--- config.mk ---
export PLATFORM = sky130hd
export DESIGN_NAME = ring_doorbell
export DESIGN_NICKNAME = d
export VERILOG_FILES = /design/src/rtl/ring_doorbell.sv
export SDC_FILE = /design/constraint.sdc
export NUM_CORES = 1
export LEC_CHECK = 0
export ABC_AREA = 1
export BUFFER_PORTS_ARGS = -buffer_cell sky130_fd_sc_hd__clkbuf_2
export CORE_MARGIN = 8
export CORE_UTILIZATION = 35
export CTS_CLUSTER_SIZE = 16
export DETAILED_ROUTE_END_ITERATION = 8
export PLACE_DENSITY_LB_ADDON = 0.15
export SLEW_MARGIN = 10
export SYNTH_ARGS = -nofsm -noshare
export SYNTH_HDL_FRONTEND = slang
export SYNTH_SLANG_ARGS = --single-unit
--- constraint.sdc ---
create_clock -name clk -period 3.45 [get_ports clk]
set_clock_uncertainty 0.2 [all_clocks]
set_input_delay 0.345 -clock clk [delete_from_list [all_inputs] [get_ports clk]]
set_output_delay 0.345 -clock clk [all_outputs]
set_load 0.02 [all_outputs]
--- src/rtl/ring_doorbell.sv ---
module ring_doorbell #(
  parameter int MAX_DEPTH  = 1024,
  parameter int DESC_BYTES = 256,
  parameter int BATCH_MAX  = 255,
  parameter int REQ_W      = 16,
  parameter int FLIGHT_W   = 16
) (
  input  logic                         clk,
  input  logic                         rst_n,
  input  logic [31:0]                  ring_base,
  input  logic [3:0]                   depth_log2,
  input  logic                         req_valid,
  input  logic [REQ_W-1:0]             req_count,
  output logic                         busy,
  input  logic                         tail_adv,
  input  logic [$clog2(MAX_DEPTH):0]   tail_num,
  input  logic                         batch_done,
  output logic                         flag_we,
  output logic [$clog2(MAX_DEPTH)-1:0] flag_idx,
  output logic                         db_we,
  output logic [31:0]                  db_data,
  output logic [$clog2(MAX_DEPTH)-1:0] free_slots,
  output logic [$clog2(MAX_DEPTH)-1:0] pending,
  output logic [FLIGHT_W-1:0]          inflight
);
  localparam int LG_MAX    = $clog2(MAX_DEPTH);
  localparam int PW        = LG_MAX + 1;
  localparam int SIZE_CODE = DESC_BYTES / 64;
  localparam int DESC_SH   = $clog2(DESC_BYTES);

  typedef enum logic [1:0] {S_IDLE, S_FLAG, S_DB} st_t;
  st_t st;

  logic [PW-1:0]    head, tail;
  logic [REQ_W-1:0] rem;

  logic [3:0]    lg_eff;
  logic [PW-1:0] depth, mask, slot;
  logic [7:0]    bs;
  logic [31:0]   addr;

  assign lg_eff = (depth_log2 > 4'(LG_MAX)) ? 4'(LG_MAX) : depth_log2;
  assign depth  = PW'(1) << lg_eff;
  assign mask   = depth - PW'(1);
  assign bs     = (rem > REQ_W'(BATCH_MAX)) ? 8'(BATCH_MAX) : rem[7:0];
  assign slot   = head & mask;
  assign addr   = ring_base + (32'(slot) << DESC_SH);

  assign busy     = (st != S_IDLE);
  assign flag_we  = (st == S_FLAG);
  assign db_we    = (st == S_DB);
  assign flag_idx = LG_MAX'((head + PW'(bs) - PW'(1)) & mask);
  assign db_data  = {addr[25:6], 1'b0, 3'(SIZE_CODE), bs};

  assign free_slots = LG_MAX'((depth - PW'(1) + tail - head) & mask);
  assign pending    = LG_MAX'((depth + head - tail) & mask);

  always_ff @(posedge clk) begin
    if (!rst_n) begin
      st   <= S_IDLE;
      head <= '0;
      rem  <= '0;
    end else begin
      case (st)
        S_IDLE: if (req_valid && req_count != '0) begin
          rem <= req_count;
          st  <= S_FLAG;
        end
        S_FLAG: st <= S_DB;
        S_DB: begin
          head <= head + PW'(bs);
          rem  <= rem - REQ_W'(bs);
          st   <= (rem == REQ_W'(bs)) ? S_IDLE : S_FLAG;
        end
        default: st <= S_IDLE;
      endcase
    end
  end

  always_ff @(posedge clk) begin
    if (!rst_n)        tail <= '0;
    else if (tail_adv) tail <= tail + tail_num;
  end

  logic inc, dec;
  assign inc = (st == S_DB);
  assign dec = batch_done && (inflight != '0 || inc);

  always_ff @(posedge clk) begin
    if (!rst_n) inflight <= '0;
    else case ({inc, dec})
      2'b10:   inflight <= inflight + FLIGHT_W'(1);
      2'b01:   inflight <= inflight - FLIGHT_W'(1);
      default: inflight <= inflight;
    endcase
  end
endmodule


* After elaboration in Yosys (flattened, before gate mapping)
Index checks and enable logic that the tools add are counted.
** Word-level totals
- Word-level logic and storage cells :: 48
- Input port bits :: 68
- Output and inout port bits :: 81
- Register bits :: 56
** Operators by class
- Bitwise gates (word level) :: 4
- Eq/ne operators :: 6
- Reductions and logical operators :: 10
- Shift-type cells :: 1
- Add/sub/neg operators :: 12
- Order comparisons :: 2
- Muxes and demuxes :: 8
** Operators with widths (number)
- $pmux 16 s2 :: 2
- $reduce_bool 16->1 :: 2
- $and 10x10->10 :: 3
- $add 26x19->26 :: 1
- $add 10x10->10 :: 2
- $sub 10x10->10 :: 2
- $add 16x1->16 const B :: 1
- $eq 16x8->1 :: 1
- $gt 16x8->1 const B :: 1
- $mux 16 :: 1
- $sub 16x1->16 const B :: 1
- $sub 16x8->16 :: 1
- $add 11x11->11 :: 1
- $add 11x8->11 :: 1
- $and 11x11->11 :: 1
- $shl 1x4->11 const A :: 1
- $sub 11x1->11 const B :: 1
- $sub 10x1->10 const B :: 1
- $mux 8 :: 1
- $pmux 2 s3 :: 1
- $reduce_bool 2->1 :: 3
- $eq 2x1->1 const B :: 2
- $eq 2x2->1 const B :: 2
- $gt 4x4->1 const B :: 1
- 8 further kinds :: 9

* Logic depth before layout (Yosys ltp)
- Word-level depth :: 7
- Mapped depth :: 20
- Gate-level depth less buffers :: 19

* Worst setup path before layout
No wires, ideal clock.
- Path kind :: input to output
- Start point :: in depth_log2[3]
- End point :: out free_slots[9]
- Stages on the path :: 18
- Buffers on the path :: 1
- Data arrival time :: 3.495 ns
- Path slack :: -0.590 ns
- Required time :: 2.905 ns
- Path through :: buf_2 nor2_1 o21ai_1 inv_2 nand2_1 ha_1 inv_1 a211oi_1 xor2_1 fa_1 inv_1 ha_1 inv_1 nor3_1 nand3_1 o2111ai_1 or2_2 a21oi_1
** Between the ends
- Word-level cells in the longest chain between the ends :: 7
** Ends and longest elaborated chain
- start, declared :: RTL line 11 : input logic [3:0] depth_log2,
- $gt 4x4->1 :: RTL line 42 : assign lg_eff = (depth_log2 > 4'(LG_MAX)) ? 4'(LG_MAX) : depth_log2;
- $mux 4 (*) :: RTL line 42
- $shl 1x4->11 (*) :: RTL line 43 : assign depth = PW'(1) << lg_eff;
- $sub 11x1->11 (*) :: RTL line 55 : assign free_slots = LG_MAX'((depth - PW'(1) + tail - head) & mask);
- $add 10x10->10 :: RTL line 55
- $sub 10x10->10 :: RTL line 55
- $and 10x10->10 (*) :: RTL line 55
- end, declared :: RTL line 22 : output logic [$clog2(MAX_DEPTH)-1:0] free_slots,
Mark *: on every way between the ends. The rest lies on a longest branch, timed or not.

* Worst setup path in the final report
- Start point :: in depth_log2[2]
- End point :: out free_slots[7]
Same word-level chain as after synthesis.

==> results.toml <==
[status]
outcome = "finished with violations"
violations = "setup timing"

[synthesis]
yosysUniqueCellTypes = 50
synth_top_flop_cell = "dfxtp_1"
synth-seq-cells = 55
avgSynthCellArea_um2 = 6.461
synth_area_leaders = "dfxtp_1 17%, ha_1 13%, nand2_1 10%"
async_flop_share = 0
synth_top_area_share = 0.1669
seq_area_frac_synth = 0.1669
synth-edff-count = 0
synthCells = 1021
syn_area_um2 = 6596
ys_warn_count = 0
synth_top_area_cell = "dfxtp_1"

[timing]
post-route-period-util = 1.045
finalHoldViolations = 0
maxSlewViolCount = 0
rsz0062_at_grt = "yes"
finalSetupViolations = 9
clock.fmax_mhz = 277.5
fin_ws_ns = -0.1542
period_needed_ns = 3.604

[place]
place.detailed.hpwl_mm = 17.70
place_congestion = 0.9100
dp_cells = 1467
numPortBuffers = 127

[cells_and_area]
n_fill_cell = 1830
fin_cells = 1505
nets = 1428
layout_common_cells = "149 x inv_1, 149 x nand2_1, 140 x buf_4, 101 x clkbuf_2, 100 x nor2_1"
diodes = 0
drive_above_1_share = 0.3651
synthToLayoutAreaGrowth_pct = 45.68

[global_routing]
grt_pass1_wl_mm = 35.18
grt_max_degree = 29
grt_antenna_before_repair = 3
grt_pass1_vias = 7184
gr-total-overflow = 0
grt.total_usage = 0.1799

[clock_network]
clk_latency_ns = 0.30
cts_made_buffers = 5
cts_root_buf = "clkbuf_16"
path_clk_slew_ns = 0.07
cts_hold_buf = 0
cts-htree-levels = 2
cts_sinks = 55
clockBufferDepth = 2
cts_tree = "built"

[drt]
drtIter0Drc = 333
wl_per_cell_um = 14.47
first_pass_iters = 6
ant_nets = 0
wirelength_mm = 21.78
viasPerCell = 4.814
drc = 0
num_vias = 7245

[setup_path]
end_kind = "output port"
critPathLaunchType = "primary input"
worstSetupPathType = "in -> out"
crit_fanout = 4
worstPathRequired_ns = 2.90
crit_arrival_ns = 3.06

[power_and_ir_drop]
p_seq_frac = 0.185
p_sw_frac = 0.4643
finalPower_mw = 4.362
p_switching_mw = 2.025
p_int_mw = 2.337
clkPwrFrac = 0.122
irDropWorstVdd_uv = 222.1
cellPowerDensity_nw_per_um2 = 453.9
power_leakage_nw = 4.870
comb_power_share = 0.693

[min_path]
hold_class = "in -> reg"

[floorplan]
die_h_um = 153.3
core_area_um2 = 18580
die_area_um2 = 23500
die_w_um = 153.3
pin_count = 149
num_rows = 50
initial_core_util = 0.3550

[run]
drv_cap = 0
-- per-layer routing --
layer,vias up,wire length [um],global-route usage
met5,-,31,0
li1,3803,-,-
met1,3247,9974,0.2207
met2,165,10180,0.3134
met3,24,1227,0.03862
met4,6,373,0.04477
-- logic make-up (layout without fill, tap and decap cells) --
kind of cell               after synthesis  in the layout  share of synthesized area
DFF                                     55             55                     0.1669
adders and majority gates               89             89                     0.1939
and+or+nand+nor                        418            418                     0.2726
AOI/OAI and AO/OA                      204            204                     0.1709
buffers and inverters                  197            445                     0.1168
xor gates and xnor gates                56             56                    0.07777
other                                    2              4                   0.001139
-- registers in the layout, indices dropped and copies added (netlist names) --
register / cells
st: 2
head: 11
inflight: 16
rem: 16
tail: 10
-- per-stage QoR --
step	setup WS, ns	TNS, ns	hold slack [ns]	area [um^2]	util
finish	-0.1542	-0.7867	0.1460	9609	0.5172
CTS	-0.1569	-0.8080	0.1333	9101	0.4898
global placement	-0.2916	-3.223	0.2641	8384	0.4512
detailed placement	-0.3238	-3.346	0.2650	8384	0.4512
global route	-0.2785	-2.640	0.1557	9609	0.5172
floorplan	-0.06702	-0.1826	0.2447	6784	-
-- synthesized netlist by cell type (2+ instances only) --
cell and number:
a211oi_1 2, o221ai_1 5, xor2_1 37, nand3_1 56, a31oi_1 4, ha_1 67, nor3b_1 4, nand4_1 11
fa_1 22, inv_1 161, xnor2_1 16, nand2_1 182, or2_2 4, nor3_1 9, o2111ai_1 3, a21o_1 4
o21ai_1 9, conb_1 2, clkinv_1 3, nand2_2 7, xor2_2 2, buf_4 6, nand3_2 3, nor2_2 4
a21oi_1 94, o211ai_1 4, dfxtp_1 55, nand3b_1 2, nor4_1 5, nor2_4 3, o22ai_1 2, o21bai_1 3
inv_2 8, o21ai_0 64, nor2_1 127, clkbuf_1 16, a21oi_2 2
-- final timing paths --
check / from / end / slack (ns) / cells after the start
max: depth_log2[2] / free_slots[7] / -0.15 / 18
min: req_count[4] / rem[4] / 0.15 / 3
max reg2reg: inflight[15] / inflight[11] / 0.34 / 13
min reg2reg: head[10] / head[10] / 0.28 / 2
-- worst max-delay path: stages --
cell	delay [ns]
clkbuf_16	0.13
nor2_4	0.18
nand3_2	0.13
ha_4	0.20
xor2_2	0.17
inv_2	0.07
fa_1	0.52
ha_4	0.23
a21oi_4	0.16
o21ai_2	0.08
a21oi_2	0.16
nor2_2	0.07
nor3_2	0.17
a21oi_2	0.06
nand2_1	0.08
nand2_2	0.06
nor2_4	0.11
buf_8	0.12
-- final cells by class --
| type | instances | area (um^2) | area share |
|---|---|---|---|
| Timing Repair Buffer | 266 | 1874 | 0.1951 |
| Multi-Input combinational cell | 771 | 5540 | 0.5766 |
| Sequential cell | 55 | 1110 | 0.1155 |
| Inverter | 172 | 648.1 | 0.06745 |
| Clock buffer | 6 | 138.9 | 0.01445 |
| Tap cell | 234 | 292.8 | 0.03047 |
| Clock inverter | 1 | 5.005 | 0.0005208 |
-- what timing repair did --
item | in CTS | in global routing
buffers inserted | 19 | 19
resized for setup | 102 | 123
setup endpoints to repair | 27 | 39
pin swaps | 60 | 53
-- power by group through the flow --
| stage | clock (mW) | sequential [mW] | combinational (mW) |
|---|---|---|---|
| finish | 0.533 | 0.805 | 3.02 |
| global route | 0.572 | 0.817 | 3.34 |
| CTS | 0.556 | 0.798 | 2.77 |
| detailed placement | 0 | 0.809 | 2.50 |
| global placement | 0 | 0.810 | 2.49 |
| floorplan | 0 | 0.842 | 1.59 |
Power figures use the tool's default switching activity.
